--- src/rtl/norm_pkg.sv ---
// Package norm_pkg
// Shared mode type and width helpers for the normalizer.
// Assumes the data width is a power of two of at least 4.
package norm_pkg;

    // Interpretation applied to the operand
    typedef enum logic {
        NORM_UNSIGNED = 1'b0,
        NORM_SIGNED   = 1'b1
    } norm_mode_e;

    // Number of halving steps needed to search a word of width w
    function automatic int unsigned steps_for(input int unsigned w);
        int unsigned n;
        n = 0;
        while ((1 << n) < w) n++;
        return n;
    endfunction

endpackage

--- src/rtl/norm_fold.sv ---
// Module norm_fold
// Maps the operand onto the word that the leading-zero search should scan.
// Unsigned mode passes the operand through.
// Signed mode sets a bit wherever two neighbouring operand bits differ,
// so the leading one marks the first non-sign bit. Bit 0 is forced to 1,
// so the all-sign words (0 and all ones) report a shift of W-1.
// Assumes: purely combinational, no state.
module norm_fold
    import norm_pkg::*;
#(
    parameter int unsigned W = 32
) (
    input  logic [W-1:0] op,
    input  norm_mode_e   mode,
    output logic [W-1:0] scan
);

    logic [W-1:0] diff;

    // Neighbour difference word with a floor at bit 0
    always_comb begin
        diff = (op ^ {op[W-2:0], 1'b0}) | {{(W-1){1'b0}}, 1'b1};
    end

    // Select the word to scan by mode
    always_comb begin
        scan = (mode == NORM_SIGNED) ? diff : op;
    end

endmodule

--- src/rtl/norm_lzc.sv ---
// Module norm_lzc
// Counts the leading zeros of a word.
// Each stage tests the top 16, 8, 4, 2 and then 1 bits (for W=32) of the
// running word for zero. When they are zero, that stage shifts the word
// left by its width and sets its bit of the count. If bit W-1 is still
// clear after the last stage, the word was zero and the count is W.
// Assumes: W is a power of two; combinational.
module norm_lzc
    import norm_pkg::*;
#(
    parameter int unsigned W  = 32,
    parameter int unsigned LG = steps_for(W),
    parameter int unsigned CW = LG + 1
) (
    input  logic [W-1:0]  word,
    output logic [CW-1:0] count
);

    logic [W-1:0]  stage_w [0:LG];
    logic [LG-1:0] partial;

    assign stage_w[0] = word;

    for (genvar s = 0; s < int'(LG); s++) begin : g_step
        localparam int unsigned SH = 1 << (LG - 1 - s);
        logic top_zero;
        // Detect an all-zero upper field of this stage's width
        assign top_zero = (stage_w[s][W-1 -: SH] == '0);
        // Shift past the zero field when found
        assign stage_w[s+1] = top_zero ? (stage_w[s] << SH) : stage_w[s];
        assign partial[LG-1-s] = top_zero;
    end

    // A clear top bit after all stages means the word was zero
    always_comb begin
        if (!stage_w[LG][W-1]) count = CW'(W);
        else                   count = {1'b0, partial};
    end

endmodule

--- src/rtl/norm_tzc.sv ---
// Module norm_tzc
// Counts the zeros below the lowest set bit.
// The operand is ANDed with its two's complement, which keeps only the
// lowest set bit. That one-hot word is encoded to an index with one OR
// tree per index bit. A zero operand gives W.
// Assumes: W is a power of two; combinational.
module norm_tzc
    import norm_pkg::*;
#(
    parameter int unsigned W  = 32,
    parameter int unsigned LG = steps_for(W),
    parameter int unsigned CW = LG + 1
) (
    input  logic [W-1:0]  op,
    output logic [CW-1:0] count
);

    logic [W-1:0]  lowest;
    logic [LG-1:0] index;

    // Keep only the lowest set bit
    always_comb begin
        lowest = op & (~op + W'(1));
    end

    for (genvar k = 0; k < int'(LG); k++) begin : g_enc
        logic [W-1:0] sel;
        for (genvar i = 0; i < int'(W); i++) begin : g_bit
            assign sel[i] = ((i >> k) & 1) != 0;
        end
        // Index bit k is set when the one-hot bit sits at such a position
        assign index[k] = |(lowest & sel);
    end

    // Zero operand has no lowest bit
    always_comb begin
        if (op == '0) count = CW'(W);
        else          count = {1'b0, index};
    end

endmodule

--- src/rtl/norm_shift.sv ---
// Module norm_shift
// Logarithmic left shifter, one stage per bit of the shift amount.
// An amount of W or more clears the word.
// Assumes: combinational.
module norm_shift #(
    parameter int unsigned W  = 32,
    parameter int unsigned CW = 6
) (
    input  logic [W-1:0]  op,
    input  logic [CW-1:0] amt,
    output logic [W-1:0]  res
);

    logic [W-1:0] lvl [0:CW];

    assign lvl[0] = op;

    for (genvar k = 0; k < int'(CW); k++) begin : g_lvl
        if ((1 << k) >= W) begin : g_clear
            // Stage wide enough to empty the word
            assign lvl[k+1] = amt[k] ? '0 : lvl[k];
        end else begin : g_move
            localparam int unsigned SH = 1 << k;
            // Apply this power-of-two step when selected
            assign lvl[k+1] = amt[k] ? (lvl[k] << SH) : lvl[k];
        end
    end

    assign res = lvl[CW];

endmodule

--- src/rtl/bit_normalizer.sv ---
// Module bit_normalizer
// Top of the normalizer.
// Folds the operand by mode, counts the leading zeros of the folded
// word, shifts the original operand by that count, and counts trailing
// zeros in parallel. All results are registered, so the latency is one
// clock. Results load only on a valid operand and hold otherwise.
// Assumes: synchronous active-low reset; inputs stable around the edge.
module bit_normalizer
    import norm_pkg::*;
#(
    parameter int unsigned W  = 32,
    parameter int unsigned LG = steps_for(W),
    parameter int unsigned CW = LG + 1
) (
    input  logic          clk,
    input  logic          rst_n,
    input  logic          in_valid,
    input  logic [W-1:0]  in_data,
    input  logic          in_signed,
    output logic          out_valid,
    output logic [W-1:0]  out_data,
    output logic [CW-1:0] out_lead,
    output logic [CW-1:0] out_trail
);

    norm_mode_e    mode;
    logic [W-1:0]  scan;
    logic [CW-1:0] lead_c;
    logic [CW-1:0] trail_c;
    logic [W-1:0]  shifted;

    assign mode = norm_mode_e'(in_signed);

    norm_fold #(.W(W)) u_fold (
        .op   (in_data),
        .mode (mode),
        .scan (scan)
    );

    norm_lzc #(.W(W), .LG(LG), .CW(CW)) u_lzc (
        .word  (scan),
        .count (lead_c)
    );

    norm_shift #(.W(W), .CW(CW)) u_shift (
        .op  (in_data),
        .amt (lead_c),
        .res (shifted)
    );

    norm_tzc #(.W(W), .LG(LG), .CW(CW)) u_tzc (
        .op    (in_data),
        .count (trail_c)
    );

    // Result strobe: one cycle behind the operand strobe
    always_ff @(posedge clk) begin
        if (!rst_n) out_valid <= 1'b0;
        else        out_valid <= in_valid;
    end

    // Result registers: load on a valid operand, hold otherwise
    always_ff @(posedge clk) begin
        if (!rst_n) begin
            out_data  <= '0;
            out_lead  <= '0;
            out_trail <= '0;
        end else if (in_valid) begin
            out_data  <= shifted;
            out_lead  <= lead_c;
            out_trail <= trail_c;
        end
    end

endmodule

--- config.mk ---
export PLATFORM = sky130hd
export DESIGN_NAME = bit_normalizer
export DESIGN_NICKNAME = d
export VERILOG_FILES = /design/src/rtl/norm_pkg.sv /design/src/rtl/norm_fold.sv /design/src/rtl/norm_lzc.sv /design/src/rtl/norm_tzc.sv /design/src/rtl/norm_shift.sv /design/src/rtl/bit_normalizer.sv
export SDC_FILE = /design/constraint.sdc
export NUM_CORES = 1
export LEC_CHECK = 0
export ABC_AREA = 1
export BUFFER_PORTS_ARGS = -buffer_cell sky130_fd_sc_hd__buf_2
export CAP_MARGIN = 30
export CELL_PAD_IN_SITES_DETAIL_PLACEMENT = 2
export CELL_PAD_IN_SITES_GLOBAL_PLACEMENT = 2
export CORE_ASPECT_RATIO = 1.75
export CORE_UTILIZATION = 32
export CTS_CLUSTER_DIAMETER = 150
export DETAILED_ROUTE_END_ITERATION = 12
export HOLD_SLACK_MARGIN = 0.03
export PLACE_DENSITY = 0.95
export SETUP_SLACK_MARGIN = 0.5
export SYNTH_ARGS = -nofsm -noshare
export SYNTH_HDL_FRONTEND = slang
export SYNTH_SLANG_ARGS = --single-unit
--- constraint.sdc ---
create_clock -name clk -period 6.95 [get_ports clk]
set_clock_uncertainty 0.1 [all_clocks]
set_input_delay 0.3475 -clock clk [delete_from_list [all_inputs] [get_ports clk]]
set_output_delay 0.3475 -clock clk [all_outputs]
set_load 0.01 [all_outputs]
==> impl_metrics.ini <==
[run_status]
status = completed

[place]
dpl.hpwl_mm = 20.95
dp_slack_ns = 1.163
routabilityCongestion = 1.028
port_buffers = 80

[global_routing]
grt_pass1_vias = 7480
grt_overflow_total = 0
grt_pass1_wl_mm = 41.06
grt_max_degree = 39
antenna_found_initial = 0
grt_use_total_pct = 32.41

[route]
firstDrtPassIters = 5
final_antenna_net_count = 0
post-route-drc-count = 0
routed_wl_mm = 26.24
drt_iter0_markers = 354
via_per_inst = 5.996
wl_per_cell_um = 23.14
via_count = 6799

[logic_synthesis]
synth_cell_types = 34
synth_fp_nets = 968
syn_area_per_cell_um2 = 5.586
async_flop_share_pct = 0
ys_seq_area_share_pct = 17.92
synth_warnings = 0
synth-seq-cells = 45
syn_area_um2 = 5027
synth_edf_count = 0
synthFlopType = dfxtp_1
synthCells = 900

[sta]
maxSlewViolCount = 0
slew-limit-headroom_pct = 51.50
clock.fmax_mhz = 177.4
hold_viol_final = 0
setup_viol = 0
worst_pin_slew_ns = 0.7250
finalSetupTns_ns = 0
fin_crit_sh_pct = 81.09
rsz0062_at_grt = false
final.min_clock_period_ns = 5.635
hold_slack_ns = 0.2842
setup_ws_ns = 1.315

[cells_and_area]
fillers = 1998
synthToLayoutAreaGrowth_pct = 11.87
drive_gt1_share_pct = 12.13
nNetsFinal = 1016
antenna_cells = 0

[critical_path]
rr_startpoint = out_data[14]
worstPathArrival_ns = 5.77
slowest_stage = nand2_2
worst-setup-path-type = primary input to register
rr_worst_depth = 1
cp-start-kind = primary input
cp.depth = 25
worst_path_most_repeated_cell = nand2_1
endpoint = out_data[25]
cp-end-kind = register
path_buf_inv = 5
path_max_fanout = 38
cp_data_required_time_ns = 7.09
reg2reg_to = out_data[14]
critPathTopFamily = simple AND/OR/NAND/NOR gates
startpoint = in_signed
max_stage_delay_ns = 0.64
rrSetupSlack_ns = 6.09

[clocking]
clk_pin_slew_ns = 0.06
insertion_delay_ns = 0.29
h-tree-depth = 2
post_cts_buffers = 0
cts_buffers = 5
root_buffer = clkbuf_16
cts_resized = 0
clockBufferDepth = 2
cts_hold_buf = 0
cts_tree = built
cts_sinks = 45

[die]
chipHeight_um = 167.8
floorplan.initialDensity_pct = 32.67
die_x_um = 96.75
fp.dieArea_um2 = 16240
io_pins = 81
rows = 60
coreArea_um2 = 15390

[run]
max_cap_violations = 0

[power_and_ir_drop]
power_density_nw_per_um2 = 191.0
p_leak_nw = 3.043
irDropWorstVdd_mv = 0.08385

[hold_path]
hp-start = in_valid
hold_path.class = primary input to register
-- flip-flops by register name, indices dropped and copies added (netlist names) --
| signal | flops |
|---|---|
| out_data | 32 |
| out_lead | 6 |
| out_trail | 6 |
| out_valid | 1 |
-- worst min path at each step --
stage | endpoint | slack, ns | cells after the start
final | out_lead[1] | 0.28 | 2
after global routing | out_lead[5] | 0.30 | 2
after CTS | out_lead[1] | 0.28 | 2
after detailed placement | out_data[20] | 0.34 | 2
after global placement | out_data[17] | 0.33 | 2
after floorplan | out_lead[1] | 0.34 | 1
-- per-layer routing --
metal,global-route usage (%),part of all wire [%],up-vias
met5,0,0,-
met4,30.63,10,0
met3,2.366,2.3,140
met2,61.64,54,231
met1,29.92,33,3333
li1,-,-,3095
-- per-stage QoR --
stage	total power, mW	area, um2	cells	util (%)
5_1_grt	1.129	5624	1134	36.54
3_3_place_gp	0.7546	5460	1126	35.48
3_5_place_dp	0.7818	5464	1127	35.50
6_report	1.074	5624	1134	36.54
4_1_cts	1.068	5624	1134	36.54
2_1_floorplan	0.6138	5027	900	-
-- cell usage in the layout, fill, tap and decap left out, types with 5 or more instances in the layout --
master	Yosys	layout
dfxtp_1	45	45
nand3_1	219	219
nor2_1	41	40
nor2_2	4	5
buf_2	18	80
o21ai_0	38	38
a21oi_1	18	18
clkbuf_16	0	5
inv_1	78	78
ha_1	32	32
nor3_1	7	7
o21ai_1	13	13
inv_2	8	8
nand2_2	6	6
nand2_1	302	302
nand4_1	14	14
nor4_1	6	6
-- cell families after synthesis --
kind of cell	after synthesis	share of synthesized area, %
buffers and inverters	130	11.05
adders and majority gates	32	7.964
AOI/OAI and AO/OA	91	10.58
and+or+nand+nor	602	52.49
DFF	45	17.92
-- cell type report --
type | instances | area (um2) | area share, %
tap | 186 | 232.7 | 4.138
inverter | 86 | 322.8 | 5.740
multi-input combinational | 725 | 3573 | 63.54
timing repair buffer | 85 | 434.2 | 7.720
clock inverter | 2 | 35.03 | 0.6229
sequential | 45 | 900.9 | 16.02
clock buffer | 5 | 125.1 | 2.225
-- cells in the mapped netlist, types with 2 or more instances --
cell	instances	area, um2
a2111oi_0	2	17.52
a21o_1	2	15.01
a21oi_1	18	90.09
a22o_1	2	17.52
a31oi_1	2	12.51
buf_2	18	90.09
buf_4	4	30.03
buf_6	4	45.04
clkbuf_1	17	63.81
dfxtp_1	45	900.9
ha_1	32	400.4
inv_1	78	292.8
inv_2	8	30.03
nand2_1	302	1134
nand2_2	6	37.54
nand3_1	219	1096
nand4_1	14	87.58
nor2_1	41	153.9
nor2_2	4	25.02
nor2_4	2	22.52
nor3_1	7	35.03
nor4_1	6	37.54
o211ai_1	4	30.03
o21ai_0	38	190.2
o21ai_1	13	65.06
o21bai_1	3	22.52
o41ai_1	2	17.52
-- where the power goes --
| part | switching, mW | leakage, nW | internal (mW) |
|---|---|---|---|
| Sequential | 0.0146 | 0.369 | 0.284 |
| Clock | 0.107 | 0.0797 | 0.167 |
| Combinational | 0.360 | 2.59 | 0.141 |
| Total | 0.482 | 3.04 | 0.592 |
Note: power is estimated with default switching activity, not from simulation.
